File: src/rtl/psa_pkg.sv
package psa_pkg;
   localparam int BUS_AW    = 6;
   localparam int SMP_W     = 16;
   localparam int COEF_BASE = 16;

   localparam logic [BUS_AW-1:0] RA_FMT    = 6'h00;
   localparam logic [BUS_AW-1:0] RA_GAIN   = 6'h01;
   localparam logic [BUS_AW-1:0] RA_PSEL   = 6'h02;
   localparam logic [BUS_AW-1:0] RA_HIST1  = 6'h03;
   localparam logic [BUS_AW-1:0] RA_HIST2  = 6'h04;
   localparam logic [BUS_AW-1:0] RA_SAMPLE = 6'h05;
   localparam logic [BUS_AW-1:0] RA_BEG_HI = 6'h08;
   localparam logic [BUS_AW-1:0] RA_BEG_LO = 6'h09;
   localparam logic [BUS_AW-1:0] RA_FIN_HI = 6'h0A;
   localparam logic [BUS_AW-1:0] RA_FIN_LO = 6'h0B;
   localparam logic [BUS_AW-1:0] RA_POS_HI = 6'h0C;
   localparam logic [BUS_AW-1:0] RA_POS_LO = 6'h0D;
endpackage

File: src/rtl/psa_addr_unit.sv
module psa_addr_unit
   import psa_pkg::*;
#(
   parameter int ADDR_W = 32,
   parameter int MEM_AW = 10
) (
   input  logic              clk,
   input  logic              rst_n,
   input  logic              wr_i,
   input  logic [BUS_AW-1:0] waddr_i,
   input  logic [15:0]       wdata_i,
   input  logic              adv_i,
   output logic [ADDR_W-1:0] beg_o,
   output logic [ADDR_W-1:0] fin_o,
   output logic [ADDR_W-1:0] pos_o,
   output logic [MEM_AW-1:0] mem_addr_o
);
   localparam int HI_W = ADDR_W - 16;

   logic [ADDR_W-1:0] beg_q, fin_q, pos_q, pos_d;

   function automatic logic [ADDR_W-1:0] put_half(input logic [ADDR_W-1:0] old,
                                                  input logic hi,
                                                  input logic [15:0] d);
      logic [ADDR_W-1:0] r;
      r = old;
      if (hi) r[ADDR_W-1:16] = d[HI_W-1:0];
      else    r[15:0]        = d;
      return r;
   endfunction

   always_comb begin
      pos_d = pos_q;
      if (adv_i) begin
         if (pos_q >= fin_q) pos_d = beg_q;
         else                pos_d = pos_q + ADDR_W'(1);
      end else if (wr_i && waddr_i == RA_POS_HI) begin
         pos_d = put_half(pos_q, 1'b1, wdata_i);
      end else if (wr_i && waddr_i == RA_POS_LO) begin
         pos_d = put_half(pos_q, 1'b0, wdata_i);
      end
   end

   always_ff @(posedge clk) begin
      if (!rst_n) begin
         beg_q <= '0;
         fin_q <= '0;
         pos_q <= '0;
      end else begin
         pos_q <= pos_d;
         if (wr_i && !adv_i) begin
            if (waddr_i == RA_BEG_HI) beg_q <= put_half(beg_q, 1'b1, wdata_i);
            if (waddr_i == RA_BEG_LO) beg_q <= put_half(beg_q, 1'b0, wdata_i);
            if (waddr_i == RA_FIN_HI) fin_q <= put_half(fin_q, 1'b1, wdata_i);
            if (waddr_i == RA_FIN_LO) fin_q <= put_half(fin_q, 1'b0, wdata_i);
         end
      end
   end

   assign mem_addr_o = pos_d[MEM_AW:1];
   assign beg_o      = beg_q;
   assign fin_o      = fin_q;
   assign pos_o      = pos_q;

   p_wrap_to_start_r7: assert property (@(posedge clk) disable iff (!rst_n)
      (adv_i && pos_q >= fin_q) |=> pos_q == $past(beg_q));
   p_step_forward_r7: assert property (@(posedge clk) disable iff (!rst_n)
      (adv_i && pos_q < fin_q) |=> pos_q == $past(pos_q) + ADDR_W'(1));
   p_mem_follow_r2: assert property (@(posedge clk) disable iff (!rst_n)
      rst_n |=> pos_q[MEM_AW:1] == $past(mem_addr_o));
endmodule

File: src/rtl/psa_coef_bank.sv
module psa_coef_bank
   import psa_pkg::*;
#(
   parameter int NUM_PAIRS = 8,
   parameter int COEF_W    = 16
) (
   input  logic                     clk,
   input  logic                     rst_n,
   input  logic                     wr_i,
   input  logic [BUS_AW-1:0]        waddr_i,
   input  logic [15:0]              wdata_i,
   input  logic                     fmt_wr_i,
   input  logic [BUS_AW-1:0]        raddr_i,
   output logic [15:0]              rdata_o,
   output logic [$clog2(NUM_PAIRS)-1:0] psel_o,
   output logic signed [COEF_W-1:0] c1_o,
   output logic signed [COEF_W-1:0] c2_o
);
   localparam int PSEL_W = $clog2(NUM_PAIRS);

   logic signed [COEF_W-1:0] c1_q [NUM_PAIRS];
   logic signed [COEF_W-1:0] c2_q [NUM_PAIRS];
   logic [PSEL_W-1:0]        psel_q;

   for (genvar k = 0; k < NUM_PAIRS; k++) begin : g_pair
      localparam logic [BUS_AW-1:0] A1 = BUS_AW'(COEF_BASE + 2*k);
      localparam logic [BUS_AW-1:0] A2 = BUS_AW'(COEF_BASE + 2*k + 1);
      always_ff @(posedge clk) begin
         if (!rst_n) begin
            c1_q[k] <= '0;
            c2_q[k] <= '0;
         end else if (wr_i) begin
            if (waddr_i == A1) c1_q[k] <= wdata_i[COEF_W-1:0];
            if (waddr_i == A2) c2_q[k] <= wdata_i[COEF_W-1:0];
         end
      end
   end

   always_ff @(posedge clk) begin
      if (!rst_n)                              psel_q <= '0;
      else if (fmt_wr_i)                       psel_q <= '0;
      else if (wr_i && waddr_i == RA_PSEL)     psel_q <= wdata_i[PSEL_W-1:0];
   end

   always_comb begin
      rdata_o = '0;
      for (int k = 0; k < NUM_PAIRS; k++) begin
         if (raddr_i == BUS_AW'(COEF_BASE + 2*k))     rdata_o = 16'(c1_q[k]);
         if (raddr_i == BUS_AW'(COEF_BASE + 2*k + 1)) rdata_o = 16'(c2_q[k]);
      end
   end

   assign psel_o = psel_q;
   assign c1_o   = c1_q[psel_q];
   assign c2_o   = c2_q[psel_q];

   p_sel_cleared_r6: assert property (@(posedge clk) disable iff (!rst_n)
      fmt_wr_i |=> psel_q == '0);
   p_sel_loaded_r5: assert property (@(posedge clk) disable iff (!rst_n)
      (wr_i && !fmt_wr_i && waddr_i == RA_PSEL) |=> psel_q == $past(wdata_i[PSEL_W-1:0]));
endmodule

File: src/rtl/psa_predictor.sv
module psa_predictor
   import psa_pkg::*;
#(
   parameter int ACC_W    = 32,
   parameter int FRAC     = 11,
   parameter bit SATURATE = 1'b1
) (
   input  logic                    clk,
   input  logic                    rst_n,
   input  logic                    step_i,
   input  logic [3:0]              nib_i,
   input  logic signed [SMP_W-1:0] gain_i,
   input  logic signed [SMP_W-1:0] c1_i,
   input  logic signed [SMP_W-1:0] c2_i,
   input  logic                    clr_i,
   input  logic                    h1_we_i,
   input  logic                    h2_we_i,
   input  logic [15:0]             wdata_i,
   output logic signed [SMP_W-1:0] h1_o,
   output logic signed [SMP_W-1:0] h2_o,
   output logic signed [SMP_W-1:0] result_o
);
   localparam int PROD_W = 2 * SMP_W;
   localparam logic signed [ACC_W-1:0] MAXV = ACC_W'(32767);
   localparam logic signed [ACC_W-1:0] MINV = ~MAXV;

   logic signed [SMP_W-1:0]  nib_s;
   logic signed [PROD_W-1:0] p0, p1, p2;
   logic signed [ACC_W-1:0]  acc, shifted;
   logic signed [SMP_W-1:0]  h1_q, h2_q;

   assign nib_s   = {{(SMP_W-4){nib_i[3]}}, nib_i};
   assign p0      = nib_s * gain_i;
   assign p1      = c1_i * h1_q;
   assign p2      = c2_i * h2_q;
   assign acc     = ACC_W'(p0) + ACC_W'(p1) + ACC_W'(p2);
   assign shifted = acc >>> FRAC;

   if (SATURATE) begin : g_clamp
      always_comb begin
         if (shifted > MAXV)      result_o = 16'sh7fff;
         else if (shifted < MINV) result_o = 16'sh8000;
         else                     result_o = shifted[SMP_W-1:0];
      end
   end else begin : g_wrap
      assign result_o = shifted[SMP_W-1:0];
   end

   always_ff @(posedge clk) begin
      if (!rst_n || clr_i) begin
         h1_q <= '0;
         h2_q <= '0;
      end else if (step_i) begin
         h1_q <= result_o;
         h2_q <= h1_q;
      end else begin
         if (h1_we_i) h1_q <= wdata_i;
         if (h2_we_i) h2_q <= wdata_i;
      end
   end

   assign h1_o = h1_q;
   assign h2_o = h2_q;

   p_hist_shift_r4: assert property (@(posedge clk) disable iff (!rst_n)
      (step_i && !clr_i) |=> (h2_q == $past(h1_q)) && (h1_q == $past(result_o)));
   p_hist_cleared_r6: assert property (@(posedge clk) disable iff (!rst_n)
      clr_i |=> (h1_q == '0) && (h2_q == '0));
endmodule

File: src/rtl/pcm_stream_accel.sv
module pcm_stream_accel
   import psa_pkg::*;
#(
   parameter int ADDR_W    = 32,
   parameter int MEM_AW    = 10,
   parameter int NUM_PAIRS = 8,
   parameter int ACC_W     = 32,
   parameter bit SATURATE  = 1'b1
) (
   input  logic              clk,
   input  logic              rst_n,
   input  logic              bus_wr,
   input  logic              bus_rd,
   input  logic [5:0]        bus_addr,
   input  logic [15:0]       bus_wdata,
   output logic [15:0]       bus_rdata,
   output logic [MEM_AW-1:0] mem_addr,
   input  logic [7:0]        mem_rdata
);
   localparam int FRAC   = 11;
   localparam int PSEL_W = $clog2(NUM_PAIRS);

   if (ADDR_W < 17 || ADDR_W > 32) begin : g_bad_addr
      $error("ADDR_W must lie in 17..32");
   end
   if (MEM_AW < 1 || MEM_AW >= ADDR_W) begin : g_bad_mem
      $error("MEM_AW must be below ADDR_W");
   end
   if (NUM_PAIRS < 2 || NUM_PAIRS > 8 || (1 << PSEL_W) != NUM_PAIRS) begin : g_bad_pairs
      $error("NUM_PAIRS must be 2, 4 or 8");
   end
   if (ACC_W < 32) begin : g_bad_acc
      $error("ACC_W must be at least 32");
   end

   logic rd_go, smp_go, fmt_wr;
   logic [15:0] fmt_q;
   logic signed [SMP_W-1:0] gain_q;
   logic [ADDR_W-1:0] beg, fin, pos;
   logic [15:0] coef_rdata;
   logic [PSEL_W-1:0] psel;
   logic signed [SMP_W-1:0] c1, c2, h1, h2, result;
   logic [3:0] nib;

   assign rd_go  = bus_rd && !bus_wr;
   assign smp_go = rd_go && bus_addr == RA_SAMPLE;
   assign fmt_wr = bus_wr && bus_addr == RA_FMT;
   assign nib    = pos[0] ? mem_rdata[3:0] : mem_rdata[7:4];

   psa_addr_unit #(.ADDR_W(ADDR_W), .MEM_AW(MEM_AW)) u_addr (
      .clk(clk), .rst_n(rst_n), .wr_i(bus_wr), .waddr_i(bus_addr),
      .wdata_i(bus_wdata), .adv_i(smp_go), .beg_o(beg), .fin_o(fin),
      .pos_o(pos), .mem_addr_o(mem_addr)
   );

   psa_coef_bank #(.NUM_PAIRS(NUM_PAIRS), .COEF_W(SMP_W)) u_coef (
      .clk(clk), .rst_n(rst_n), .wr_i(bus_wr), .waddr_i(bus_addr),
      .wdata_i(bus_wdata), .fmt_wr_i(fmt_wr), .raddr_i(bus_addr),
      .rdata_o(coef_rdata), .psel_o(psel), .c1_o(c1), .c2_o(c2)
   );

   psa_predictor #(.ACC_W(ACC_W), .FRAC(FRAC), .SATURATE(SATURATE)) u_pred (
      .clk(clk), .rst_n(rst_n), .step_i(smp_go), .nib_i(nib),
      .gain_i(gain_q), .c1_i(c1), .c2_i(c2), .clr_i(fmt_wr),
      .h1_we_i(bus_wr && bus_addr == RA_HIST1),
      .h2_we_i(bus_wr && bus_addr == RA_HIST2),
      .wdata_i(bus_wdata), .h1_o(h1), .h2_o(h2), .result_o(result)
   );

   always_ff @(posedge clk) begin
      if (!rst_n) begin
         fmt_q  <= '0;
         gain_q <= '0;
      end else if (bus_wr) begin
         if (bus_addr == RA_FMT)  fmt_q  <= bus_wdata;
         if (bus_addr == RA_GAIN) gain_q <= bus_wdata;
      end
   end

   always_ff @(posedge clk) begin
      if (!rst_n) begin
         bus_rdata <= '0;
      end else if (rd_go) begin
         case (bus_addr)
            RA_FMT:    bus_rdata <= fmt_q;
            RA_GAIN:   bus_rdata <= gain_q;
            RA_PSEL:   bus_rdata <= 16'(psel);
            RA_HIST1:  bus_rdata <= h1;
            RA_HIST2:  bus_rdata <= h2;
            RA_SAMPLE: bus_rdata <= result;
            RA_BEG_HI: bus_rdata <= 16'(beg >> 16);
            RA_BEG_LO: bus_rdata <= beg[15:0];
            RA_FIN_HI: bus_rdata <= 16'(fin >> 16);
            RA_FIN_LO: bus_rdata <= fin[15:0];
            RA_POS_HI: bus_rdata <= 16'(pos >> 16);
            RA_POS_LO: bus_rdata <= pos[15:0];
            default:   bus_rdata <= coef_rdata;
         endcase
      end
   end

   p_rdata_hold_r8: assert property (@(posedge clk) disable iff (!rst_n)
      !rd_go |=> $stable(bus_rdata));
   p_read_quiet_r10: assert property (@(posedge clk) disable iff (!rst_n)
      (rd_go && bus_addr != RA_SAMPLE) |=> $stable(pos) && $stable(h1) && $stable(h2));
   p_fmt_clear_r6: assert property (@(posedge clk) disable iff (!rst_n)
      fmt_wr |=> (psel == '0) && (h1 == '0) && (h2 == '0));
   p_sample_out_r3: assert property (@(posedge clk) disable iff (!rst_n)
      smp_go |=> bus_rdata == $past(result) && h1 == $signed(bus_rdata));
endmodule

File: config.mk
export PLATFORM = sky130hd
export DESIGN_NAME = pcm_stream_accel
export DESIGN_NICKNAME = d
export VERILOG_FILES = /design/src/rtl/psa_pkg.sv /design/src/rtl/psa_addr_unit.sv /design/src/rtl/psa_coef_bank.sv /design/src/rtl/psa_predictor.sv /design/src/rtl/pcm_stream_accel.sv
export SDC_FILE = /design/constraint.sdc
export NUM_CORES = 2
export LEC_CHECK = 0
export BUFFER_PORTS_ARGS = -buffer_cell sky130_fd_sc_hd__buf_2
export CAP_MARGIN = 25
export CORE_ASPECT_RATIO = 1.4
export CORE_MARGIN = 4
export CORE_UTILIZATION = 55
export CTS_BUF_LIST = sky130_fd_sc_hd__clkbuf_4 sky130_fd_sc_hd__clkbuf_8
export DETAILED_ROUTE_END_ITERATION = 12
export GPL_ROUTABILITY_DRIVEN = 1
export GPL_TIMING_DRIVEN = 0
export PLACE_DENSITY = 0.68
export REMOVE_ABC_BUFFERS = 1
export SLEW_MARGIN = 30
export SYNTH_ARGS = -nofsm -noshare
export SYNTH_HDL_FRONTEND = slang
export SYNTH_HIERARCHICAL = 1
export SYNTH_SLANG_ARGS = --single-unit
File: constraint.sdc
create_clock -name clk -period 13.4 [get_ports clk]
set_clock_uncertainty 0.1 [all_clocks]
set_input_delay 0.67 -clock clk [delete_from_list [all_inputs] [get_ports clk]]
set_output_delay 0.67 -clock clk [all_outputs]
set_load 0.01 [all_outputs]
==> flow_metrics.py <==
metrics = {
    "drt": {
        "num_vias": 34646,
        "postRouteWirelength_mm": 145.1,
        "drtPass1Iterations": 6,
        "drt-wirelength-per-cell_um": 25.78,
        "drc": 0,
        "drt_first_iter_violations": 3202,
        "final_antenna_net_count": 0,
        "avgViaCountPerCell": 6.154,
    },
    "sta": {
        "setup-violations-final": 0,
        "hold_violations": 0,
        "finalSetupTns_ns": 0,
        "min_period_ns": 11.49,
        "timing.max_slew.rel_slack": 0.2762,
        "clock.fmax_ghz": 0.08701,
        "worst_slew_pin_slew_ns": 1.082,
        "slew_violations": 0,
        "setup_repair_after_global_routing_missed_its_margin": "false",
        "setup_ws_ns": 1.907,
        "min_period_over_period": 0.8577,
    },
    "global_route": {
        "antenna_found_initial": 8,
        "via_count_of_the_first_global_routing_pass": 37064,
        "overflow": 0,
        "grt_start_max_net_pins": 97,
        "grtUsageTotal": 0.3241,
        "grt_first_pass_wirelength_mm": 222.3,
    },
    "logic_synthesis": {
        "yosysTopAreaCellShare": 0.2781,
        "synthDominantAreaCellType": "sky130_fd_sc_hd__fa_1",
        "synth.cell_area_sq_um": 46790,
        "postSynthAreaPerCell_sq_um": 10.17,
        "synth.mux.area_fraction": 0.08150,
        "yosys.area_share.xor_xnor": 0.01385,
        "synth-seq-area-share": 0.2422,
        "synth-edff-count": 256,
        "synth_compound_area_frac": 0.09073,
        "post_synth_num_cell_types": 108,
        "ys_async_sr_fraction": 0,
        "synth_warnings": 6,
        "synth-adder-area-share": 0.3217,
        "synth-seq-cells": 438,
        "synth.top_cells.by_count": "sky130_fd_sc_hd__inv_1, sky130_fd_sc_hd__fa_1, sky130_fd_sc_hd__and2_1",
        "netlist_instances": 4599,
        "largest_family_of_logic_cells_by_synthesized_area": "adder cells",
        "post_synth_main_area_contributors": "sky130_fd_sc_hd__fa_1, sky130_fd_sc_hd__edfxtp_1, sky130_fd_sc_hd__dfxtp_1",
        "synth.most_common_cell": "sky130_fd_sc_hd__inv_1",
        "yosys.area_share.simple": 0.1665,
        "synth_top_flop_cell": "sky130_fd_sc_hd__edfxtp_1",
    },
    "cts": {
        "ctsHtreeMaxLevel": 2,
        "clock_tree.root_cell": "sky130_fd_sc_hd__clkbuf_8",
        "ctsHoldBuffers": 0,
        "post-cts-setup-buffer-count": 0,
        "numClockSinks": 438,
        "clk_latency_ns": 0.67,
        "tritoncts.num_buffers": 58,
        "clk_pin_slew_ns": 0.08,
        "cts_tree": "done",
        "ctsLongestPathBuffers": 3,
        "cts_resized": 0,
    },
    "critical_path": {
        "startpoint_type": "register",
        "library_cell_contributing_the_largest_single_delay_on_the_critical_path": "sky130_fd_sc_hd__fa_1",
        "endpoint_kind": "register",
        "cp_common_cell": "sky130_fd_sc_hd__fa_1",
        "crit_fanout": 26,
        "worstPathRequired_ns": 13.83,
        "critPathMaxStageDelay_ns": 1.03,
        "arrival_ns": 11.92,
        "category_of_the_critical_setup_timing_path": "register to register",
    },
    "floorplan": {
        "floorplan.die.height_um": 353.1,
        "boundaryPins": 60,
        "core_area_sq_um": 84340,
        "die_w_um": 254.5,
        "fp.dieArea_sq_um": 89870,
        "floorplan.initialDensity": 0.5548,
        "std_cell_rows": 126,
    },
    "layout": {
        "layout-drive-gt1-share": 0.1053,
        "final_core_utilization": 0.5860,
        "num-nets-final": 5337,
        "post_layout_nonfiller_instances": 5630,
        "fill_cells": 7262,
        "areaGrowthSynthToFinish_pct": 5.637,
    },
    "power_and_ir_drop": {
        "cellPowerDensity_nw_per_um2": 66.96,
        "power_leakage_nw": 20.92,
        "ir_worst_vdd_uv": 111.8,
    },
    "place": {
        "port-buffer-count": 59,
        "routabilityCongestion": 0.9601,
        "place_inst": 5517,
        "dp_hpwl_mm": 112.9,
        "place_worst_setup_slack_ns": 1.882,
    },
    "worst_hold_path": {
        "hold_class": "input port to register",
    },
    "outcome": {
        "outcome": "completed",
    },
    "job": {
        "timing.max_cap.violations": 0,
    },
}
-- state kept, by name, summed over array words and instances, names as in the netlist, named ones only --
name / count
gain_q: 16
u_addr/pos_o: 32
fmt_q: 16
u_pred/h2_o: 16
u_coef/c2_q: 128
u_addr/fin_o: 32
u_coef/psel_o: 3
u_coef/c1_q: 128
bus_rdata: 16
u_pred/h1_o: 16
u_addr/beg_o: 32
-- cells by family (layout without fill, tap and decap cells) --
group | count (synthesis) | after routing
and+or+nand+nor | 1435 | 1435
buffers and inverters | 974 | 914
adders and majority gates | 813 | 813
AOI/OAI and AO/OA | 583 | 583
DFF | 438 | 438
muxes | 282 | 282
xor gates and xnor gates | 74 | 74
other | 0 | 3
-- power breakdown --
| part | total (W) | internal [W] | switching, W |
|---|---|---|---|
| sequential | 0.00151 | 0.00147 | 0.0000409 |
| combinational | 0.000709 | 0.000233 | 0.000476 |
| clock | 0.00109 | 0.000556 | 0.000535 |
-- per-layer routing --
metal	track usage	vias up	wire length [um]
li1	-	14894	-
met4	0.1628	6	8755
met2	0.5597	1673	72200
met3	0.04155	436	10410
met1	0.3994	17637	53730
met5	0	-	38
-- area by class of cell --
cell class                 instances  area [sq um]  area share
antenna                            3         7.507   0.0001519
clock buffer                      77         984.7     0.01992
clock inverter                    32         244.0    0.004936
inverter                         702          2636     0.05334
multi-input combinational       3187         31830      0.6439
sequential                       438         11350      0.2295
tap                             1088          1361     0.02754
timing repair buffer             103          1020     0.02063
-- worst max-delay path: cells and delay by family, from the launching register on --
| kind | cells | cell delay [ns] |
|---|---|---|
| and+or+nand+nor | 3 | 0.96 |
| AOI/OAI and AO/OA | 8 | 2.71 |
| muxes | 2 | 1.07 |
| adders and majority gates | 9 | 5.08 |
| DFF | 1 | 0.63 |
| buffers and inverters | 5 | 0.59 |
| xor gates and xnor gates | 1 | 0.22 |
-- stage by stage --
stage / power, W / hold slack, ns / instance area, sq um
floorplan: 0.001923 / 0.3326 / 45520
global placement: 0.002198 / 0.3410 / 47170
detailed placement: 0.002227 / 0.3498 / 48180
CTS: 0.003307 / 0.2777 / 49410
global route: 0.003426 / 0.3045 / 49430
finish: 0.003310 / 0.2986 / 49430
-- final timing paths --
kind              startpoint               end  slack [ns]  depth (start not counted)
setup reg to reg    register     bus_rdata[13]        1.91                         28
hold / removal         rst_n  u_addr/fin_o[30]        0.30                          2
setup / recovery    register     bus_rdata[13]        1.91                         28
hold reg to reg    fmt_q[15]         fmt_q[15]        0.36                          2
-- layout by cell type (no fill, tap or decap), types with 94 or more instances in the layout --
master,n
sky130_fd_sc_hd__and2_1,534
sky130_fd_sc_hd__dfxtp_1,174
sky130_fd_sc_hd__edfxtp_1,256
sky130_fd_sc_hd__fa_1,650
sky130_fd_sc_hd__ha_1,163
sky130_fd_sc_hd__inv_1,701
sky130_fd_sc_hd__mux2i_1,129
sky130_fd_sc_hd__nand2_1,420
sky130_fd_sc_hd__nor2_1,94
sky130_fd_sc_hd__nor2b_1,102
Note: power is estimated with default switching activity, not from simulation.
